--- src/rtl/rgu_pkg.sv ---
package rgu_pkg;

  localparam int WORD_W = 32;

  typedef enum logic [1:0] {
    RSEL_NONE = 2'd0,
    RSEL_CTRL = 2'd1,
    RSEL_STAT = 2'd2
  } rsel_e;

  function automatic bit line_is_held(input int idx, input int held_a, input int held_b);
    return (idx == held_a) || (idx == held_b);
  endfunction

endpackage

--- src/rtl/rgu_decode.sv ---
module rgu_decode
  import rgu_pkg::*;
#(
  parameter int ADDR_W    = 12,
  parameter int NUM_REGS  = 2,
  parameter int CTRL_BASE = 'h100,
  parameter int STAT_BASE = 'h150,
  localparam int IDX_W    = (NUM_REGS > 1) ? $clog2(NUM_REGS) : 1
) (
  input  logic                wr_en,
  input  logic                rd_en,
  input  logic [ADDR_W-1:0]   addr,
  output logic [NUM_REGS-1:0] wr_hit,
  output rsel_e               rd_sel,
  output logic [IDX_W-1:0]    rd_idx
);

  logic [NUM_REGS-1:0] ctrl_match;
  logic [NUM_REGS-1:0] stat_match;

  for (genvar r = 0; r < NUM_REGS; r++) begin : g_match
    assign ctrl_match[r] = (addr == ADDR_W'(CTRL_BASE + 4 * r));
    assign stat_match[r] = (addr == ADDR_W'(STAT_BASE + 4 * r));
  end

  // Only the control words accept writes; everything else is dropped here.
  assign wr_hit = wr_en ? ctrl_match : '0;

  always_comb begin
    rd_sel = RSEL_NONE;
    rd_idx = '0;
    if (rd_en) begin
      for (int r = 0; r < NUM_REGS; r++) begin
        if (ctrl_match[r]) begin
          rd_sel = RSEL_CTRL;
          rd_idx = IDX_W'(r);
        end
        if (stat_match[r]) begin
          rd_sel = RSEL_STAT;
          rd_idx = IDX_W'(r);
        end
      end
    end
  end

endmodule

--- src/rtl/rgu_line.sv ---
module rgu_line #(
  parameter int PULSE_LEN = 16,
  parameter bit HELD      = 1'b0,
  localparam int CNT_W    = $clog2(PULSE_LEN + 1)
) (
  input  logic clk,
  input  logic rst,
  input  logic wr_stb,
  input  logic wr_bit,
  output logic active
);

  if (HELD) begin : g_held
    // Level-held line: follows the written bit, comes up asserted.
    always_ff @(posedge clk) begin
      if (rst)         active <= 1'b1;
      else if (wr_stb) active <= wr_bit;
    end

    AST_HELD_KEEPS: assert property (@(posedge clk) disable iff (rst)
      (active && !wr_stb) |=> active);
    AST_HELD_CLEARS: assert property (@(posedge clk) disable iff (rst)
      (wr_stb && !wr_bit) |=> !active);

  end else begin : g_pulse
    logic [CNT_W-1:0] remain;

    always_ff @(posedge clk) begin
      if (rst) begin
        active <= 1'b0;
        remain <= '0;
      end else if (!active) begin
        if (wr_stb && wr_bit) begin
          active <= 1'b1;
          remain <= CNT_W'(PULSE_LEN - 1);
        end
      end else if (remain == '0) begin
        active <= 1'b0;
      end else begin
        remain <= remain - 1'b1;
      end
    end

    AST_PULSE_ENDS: assert property (@(posedge clk) disable iff (rst)
      (active && remain == '0) |=> !active);
    AST_NO_RESTART: assert property (@(posedge clk) disable iff (rst)
      (active && remain != '0) |=> (active && remain == $past(remain) - 1'b1));
    AST_ZERO_IGNORED: assert property (@(posedge clk) disable iff (rst)
      (!active && !(wr_stb && wr_bit)) |=> !active);
    AST_CNT_BOUND: assert property (@(posedge clk) disable iff (rst)
      remain <= CNT_W'(PULSE_LEN - 1));
  end

endmodule

--- src/rtl/rgu_readback.sv ---
module rgu_readback
  import rgu_pkg::*;
#(
  parameter int NUM_REGS  = 2,
  localparam int IDX_W    = (NUM_REGS > 1) ? $clog2(NUM_REGS) : 1,
  localparam int NUM_LINES = NUM_REGS * WORD_W
) (
  input  logic                 clk,
  input  logic                 rst,
  input  rsel_e                rd_sel,
  input  logic [IDX_W-1:0]     rd_idx,
  input  logic [NUM_LINES-1:0] line_act,
  output logic [WORD_W-1:0]    rdata
);

  logic [WORD_W-1:0] words [NUM_REGS];
  logic [WORD_W-1:0] picked;

  for (genvar r = 0; r < NUM_REGS; r++) begin : g_words
    assign words[r] = line_act[r*WORD_W +: WORD_W];
  end

  always_comb begin
    picked = '0;
    for (int r = 0; r < NUM_REGS; r++) begin
      if (rd_idx == IDX_W'(r)) picked = words[r];
    end
  end

  always_ff @(posedge clk) begin
    if (rst) begin
      rdata <= '0;
    end else begin
      unique case (rd_sel)
        RSEL_CTRL: rdata <= picked;
        RSEL_STAT: rdata <= ~picked;
        default:   rdata <= '0;
      endcase
    end
  end

  AST_UNMAPPED_ZERO: assert property (@(posedge clk) disable iff (rst)
    (rd_sel == RSEL_NONE) |=> (rdata == '0));

endmodule

--- src/rtl/rgu_top.sv ---
module rgu_top
  import rgu_pkg::*;
#(
  parameter int ADDR_W    = 12,
  parameter int NUM_REGS  = 2,
  parameter int PULSE_LEN = 16,
  parameter int HELD_A    = 12,
  parameter int HELD_B    = 56,
  parameter int CTRL_BASE = 'h100,
  parameter int STAT_BASE = 'h150,
  localparam int NUM_LINES = NUM_REGS * WORD_W,
  localparam int IDX_W     = (NUM_REGS > 1) ? $clog2(NUM_REGS) : 1
) (
  input  logic                 clk,
  input  logic                 rst,
  input  logic                 wr_en,
  input  logic                 rd_en,
  input  logic [ADDR_W-1:0]    addr,
  input  logic [WORD_W-1:0]    wdata,
  output logic [WORD_W-1:0]    rdata,
  output logic [NUM_LINES-1:0] rst_out,
  output logic                 sys_rst_out
);

  logic [NUM_REGS-1:0]  wr_hit;
  rsel_e                rd_sel;
  logic [IDX_W-1:0]     rd_idx;
  logic [NUM_LINES-1:0] line_act;

  rgu_decode #(
    .ADDR_W    (ADDR_W),
    .NUM_REGS  (NUM_REGS),
    .CTRL_BASE (CTRL_BASE),
    .STAT_BASE (STAT_BASE)
  ) u_decode (
    .wr_en  (wr_en),
    .rd_en  (rd_en),
    .addr   (addr),
    .wr_hit (wr_hit),
    .rd_sel (rd_sel),
    .rd_idx (rd_idx)
  );

  for (genvar n = 0; n < NUM_LINES; n++) begin : g_line
    rgu_line #(
      .PULSE_LEN (PULSE_LEN),
      .HELD      (line_is_held(n, HELD_A, HELD_B))
    ) u_line (
      .clk    (clk),
      .rst    (rst),
      .wr_stb (wr_hit[n / WORD_W]),
      .wr_bit (wdata[n % WORD_W]),
      .active (line_act[n])
    );
  end

  rgu_readback #(
    .NUM_REGS (NUM_REGS)
  ) u_readback (
    .clk      (clk),
    .rst      (rst),
    .rd_sel   (rd_sel),
    .rd_idx   (rd_idx),
    .line_act (line_act),
    .rdata    (rdata)
  );

  assign rst_out     = line_act;
  assign sys_rst_out = line_act[0];

  AST_HELD_AFTER_RESET: assert property (@(posedge clk) disable iff (rst)
    $fell(rst) |-> (rst_out[HELD_A] && rst_out[HELD_B] && !sys_rst_out));
  AST_SYS_ON_WRITE: assert property (@(posedge clk) disable iff (rst)
    (wr_en && addr == ADDR_W'(CTRL_BASE) && wdata[0]) |=> sys_rst_out);
  AST_STAT_ACTIVE_LOW: assert property (@(posedge clk) disable iff (rst)
    (rd_en && addr == ADDR_W'(STAT_BASE)) |=> (rdata == ~$past(rst_out[WORD_W-1:0])));
  AST_CTRL_READ: assert property (@(posedge clk) disable iff (rst)
    (rd_en && addr == ADDR_W'(CTRL_BASE)) |=> (rdata == $past(rst_out[WORD_W-1:0])));
  AST_STAT_WRITE_DROPPED: assert property (@(posedge clk) disable iff (rst)
    (wr_en && addr == ADDR_W'(STAT_BASE) && !rst_out[1]) |=> !rst_out[1]);

endmodule

--- config.mk ---
export PLATFORM = sky130hd
export DESIGN_NAME = rgu_top
export DESIGN_NICKNAME = d
export VERILOG_FILES = /design/src/rtl/rgu_pkg.sv /design/src/rtl/rgu_decode.sv /design/src/rtl/rgu_line.sv /design/src/rtl/rgu_readback.sv /design/src/rtl/rgu_top.sv
export SDC_FILE = /design/constraint.sdc
export NUM_CORES = 1
export LEC_CHECK = 0
export BUFFER_PORTS_ARGS = -buffer_cell sky130_fd_sc_hd__buf_4
export CAP_MARGIN = 20
export CORE_AREA = 2 2 200 202
export CTS_BUF_LIST = sky130_fd_sc_hd__clkbuf_2
export DETAILED_ROUTE_END_ITERATION = 16
export DIE_AREA = 0 0 202 204
export GPL_ROUTABILITY_DRIVEN = 0
export PLACE_DENSITY = 0.73
export SYNTH_ARGS = -nofsm -noshare
export SYNTH_HDL_FRONTEND = slang
export SYNTH_SLANG_ARGS = --single-unit
--- constraint.sdc ---
create_clock -name clk -period 2.8 [get_ports clk]
set_input_delay 0.14 -clock clk [delete_from_list [all_inputs] [get_ports clk]]
set_output_delay 0.14 -clock clk [all_outputs]
set_load 0.005 [all_outputs]
# Word level (Yosys, flattened, before mapping)
# Index checks and enable logic that the tools add are counted.
# Widths: inputs -> output; s select.
# totals
reg_bits,406
output_inout_bits,97
# op_classes
add_sub_neg,62
n_eq_ne,68
n_mux,383
bitwise,1
n_reduce_logical,248
# ops
cell,count
$mux 5,186
$logic_not 5->1,62
$sub 5x1->5 const B,62
$mux 1,190
$ne 2x2->1 const B,62
$reduce_and 2->1,62
$reduce_bool 2->1,62
$pmux 32 s2,1
$logic_and 1x1->1,62
$eq 12x9->1 const B,4
$mux 32,1
$not 32->32,1
$mux 2,5
$eq 2x1->1 const B,1
$eq 2x2->1 const B,1

# Depth between registers and ports, before layout
# logic_depth
ltp_word,8
ltp_mapped,8
ltp_nobuf,6

# Hierarchy
# A second synthesis with hierarchy kept.
# unflattened
cells_unflattened,1931
hier_area_um2,18330.1
# modules_own_cells
mod,instances,cells_per_inst,area_per_inst_um2,seq_area_each_um2
rgu_line at g_line[0].u_line ...,62,29,270.3,120.1
rgu_readback,1,110,1403.8,640.6
rgu_decode,1,16,92.6,0.0
rgu_line at g_line[12].u_line ...,2,3,35.0,20.0
rgu_top,1,1,7.5,0.0

# Worst setup path after synthesis
# Ideal clock, no wire load.
# synth_timing
kind,input to register
startpoint,input addr[9]
endpoint,register g_line[2].u_line.g_pulse.remain[4]
setup_ns,0.116
t_arrival_ns,1.938
required_time_ns,2.684
slack_ns,0.746
path_stages,5
n_path_buf,1
path_cell_list,or4b_1 buf_2 or4_4 or3_4 a41o_1
# synth_between
elab_chain_len,5
# synth_rtl
item,line,text
start: declaration,rgu_top.sv:18,"input logic [ADDR_W-1:0] addr,"
$eq 12x9->1,rgu_decode.sv:22,assign ctrl_match[r] = (addr == ADDR_W'(CTRL_BASE + 4 * r));
$mux 2,rgu_decode.sv:27,assign wr_hit = wr_en ? ctrl_match : '0;
$logic_and 1x1->1,rgu_line.sv:33,if (wr_stb && wr_bit) begin
$reduce_bool 2->1 (no line),--,
$reduce_and 2->1 (no line),--,
end signal: assignment,rgu_line.sv:35,remain <= CNT_W'(PULSE_LEN - 1);
end signal: assignment,rgu_line.sv:40,remain <= remain - 1'b1;
end: declaration,rgu_line.sv:26,logic [CNT_W-1:0] remain;
# No other way between the ends.
# A chain may end at the register's enable or synchronous reset.

# Worst setup path in the final report
# Same ends and word-level chain as after synthesis.

==> flow_metrics.py <==
metrics = {
    "status": {
        "status": "complete, no violations",
    },
    "layout": {
        "stdcell_area_mm2": 0.0242,
        "mostFrequentLayoutCell": "dfxtp_1",
        "layout-drive-gt1-share_pct": 15.7,
        "final_nets": 2851,
        "mostFrequentLayoutCells": "dfxtp_1 (406), inv_1 (259), a21oi_1 (204)",
        "area_growth_pct": 14.1,
        "layoutNonFillerInstCount": 3283,
        "utilization_pct": 61.8,
    },
    "floorplanning": {
        "die_area_mm2": 0.0412,
        "io_pins": 145,
        "rows": 73,
        "start_util_pct": 54.1,
        "die_y_um": 204,
        "die_x_um": 202,
        "fp.coreArea_mm2": 0.0392,
    },
    "route": {
        "routedWlPerCell_um": 16.5,
        "remaining_drc_errors": 0,
        "routed_wl_mm": 54.0,
        "drtIter0Drc": 1356,
        "final_antenna_net_count": 0,
        "viasPerCell": 5.88,
        "detail_route.first_pass.iterations": 5,
        "num_vias": 19302,
    },
    "clock_network": {
        "cts-buffers-inserted": 106,
        "clock-sinks": 406,
        "clock_latency_ps": 1020,
        "cts_tree": "yes",
        "clock_path_buffers": 3,
        "clk_pin_slew_ps": 110,
        "post_cts.repair.setup_buffers": 0,
        "root_buffer": "clkbuf_2",
        "htreeDepth": 3,
    },
    "yosys": {
        "netlist.area_leader.share_pct": 38.3,
        "synth-main-ff-cell": "dfxtp_1",
        "yosysWarningCount": 0,
        "ys_ff_latch": 406,
        "synth_area_leaders": "dfxtp_1 (38%), ha_1 (7.3%), a21oi_1 (4.8%)",
        "syn_area_mm2": 0.0212,
        "avgSynthCellArea_um2": 8.57,
        "synth_nets": 2648,
        "yosysSeqAreaShare_pct": 38.3,
        "syn_inst": 2476,
        "ys_async_sr_fraction_pct": 0,
        "ys_types": 71,
        "yosysTopAreaCell": "dfxtp_1",
        "synth_edf_count": 0,
    },
    "sta": {
        "fin_skew_ps": 80.9,
        "period_needed_ps": 2650,
        "max_freq_mhz": 378,
        "slew_headroom_pct": 40.8,
        "final-hold-violation-count": 0,
        "finalSetupViolCount": 0,
        "tns_ps": 0,
        "worst_pin_slew_ps": 875,
        "rsz0062_at_grt": "no",
        "finalMaxSlewViolations": 0,
        "fin_crit_sh_pct": 94.5,
    },
    "pwr": {
        "leakage_nw": 9.68,
        "cellPowerDensity_mw_per_mm2": 431,
        "ir_worst_vdd_v": 0.000263,
        "power_mw": 10.4,
    },
    "grt": {
        "grt_overflow": 0,
        "grt_max_degree": 86,
        "grt_pass1_wl_mm": 87.4,
        "grt_pass1_vias": 18437,
        "grt_usage_pct": 25.5,
        "antenna_found_initial": 3,
    },
    "setup_path": {
        "start_kind": "primary input",
        "path_class": "primary input to flip-flop",
        "endpoint_kind": "flip-flop",
        "worstPathRequired_ps": 3640,
        "cp_data_arrival_time_ps": 3480,
        "worstPathMaxFanout": 19,
    },
    "flow_run": {
        "maxCapViolCount": 0,
    },
    "placement": {
        "io_buffer_count": 144,
        "dp_hpwl_mm": 35.8,
        "placed_cells": 3008,
        "dpl_cell_area_mm2": 0.0223,
    },
    "hold_path": {
        "hp-class": "primary input to flip-flop",
    },
}
-- worst max-delay path, stage by stage --
cell and delay [ps]:
dlygate4sd3_1 540, buf_4 140, or4b_1 530, buf_4 240, dlygate4sd3_1 670, or4_4 610
or3_4 360, a41o_1 240
-- repair_timing --
action / 4_1_cts / 5_1_grt
setup endpoints to repair: 0 / 3
hold endpoints to repair: 406 / 0
hold buffers: 88 / 0
gates resized for setup: 0 / 1
-- report_power, final --
part	total [mW]	leakage (nW)	internal, mW	switching [mW]
Clock	4.21	0.744	1.77	2.44
Sequential	5.77	3.27	5.77	0.000622
Combinational	0.459	5.67	0.198	0.262
Total	10.4	9.68	7.74	2.70
-- synth_stat cells, types with 34 or more instances --
library cell and instances:
nor2_1 150, or3_1 48, nor3_1 97, nand2_1 128
nor4_1 37, clkbuf_1 76, a31oi_1 75, ha_1 124
a211oi_1 76, a21o_1 36, nand3_1 102, mux2i_1 79
a31o_2 45, buf_4 66, nor2b_1 34, a221oi_1 35
dfxtp_1 406, inv_1 259, a21oi_1 204, o21ai_0 39
-- worst paths after layout --
| path | startpoint | end | slack, ps | cells after the start |
|---|---|---|---|---|
| hold / removal | wdata[1] | g_line[1].u_line.g_pulse.remain[3]$_SDFFE_PP0P_ | 90 | 4 |
| setup reg to reg | g_line[55].u_line.active$_SDFF_PP0_ | g_line[55].u_line.g_pulse.remain[0]$_SDFFE_PP0P_ | 180 | 6 |
| hold reg to reg | g_line[20].u_line.g_pulse.remain[3]$_SDFFE_PP0P_ | g_line[20].u_line.g_pulse.remain[3]$_SDFFE_PP0P_ | 480 | 2 |
| setup / recovery | addr[9] | g_line[2].u_line.g_pulse.remain[4]$_SDFFE_PP0P_ | 150 | 8 |
-- area by class of cell --
| class | count | area (um2) |
|---|---|---|
| sequential | 406 | 8130 |
| fill | 3361 | 15000 |
| multi-input combinational | 1645 | 11200 |
| clock inverter | 26 | 176 |
| timing repair buffer | 260 | 2240 |
| inverter | 260 | 977 |
| tap | 525 | 657 |
| clock buffer | 159 | 796 |
| antenna | 2 | 5.00 |
-- cell families (layout without fill, tap and decap cells) --
| group | Yosys count | count (layout) | synth area share [%] |
|---|---|---|---|
| buffers and inverters | 425 | 705 | 8.88 |
| multiplexers | 83 | 83 | 3.94 |
| AO/OA/AOI/OAI | 646 | 646 | 20.9 |
| XOR/XNOR | 29 | 29 | 1.20 |
| other | 0 | 2 | 0 |
| adder cells (fa/ha/maj) | 124 | 124 | 7.31 |
| flip-flops | 406 | 406 | 38.3 |
| AND/OR/NAND/NOR | 763 | 763 | 19.4 |
-- stage by stage --
| step | hold WS, ps | setup WS (ps) |
|---|---|---|
| floorplan | 264 | 746 |
| global placement | 395 | 331 |
| detailed placement | 410 | 285 |
| CTS | 1.08 | 175 |
| global route | 37.5 | 39.1 |
| finish | 90.6 | 153 |
-- registers in the layout, summed over array words and instances, names as in the netlist --
signal / count
g_line.u_line.g_pulse.remain: 310
g_line.u_line.active: 64
u_readback.rdata: 32
-- routing by layer --
metal	up-vias	part of all wire [%]	wire (um)	GRT usage [%]
met5	-	0	0	0
met4	0	2.6	1430	10.6
met3	105	6.7	3610	4.75
met2	600	47	25400	42.9
met1	9212	44	23600	32.1
li1	9385	-	-	-
No activity file was read; power rests on OpenSTA's default activity.
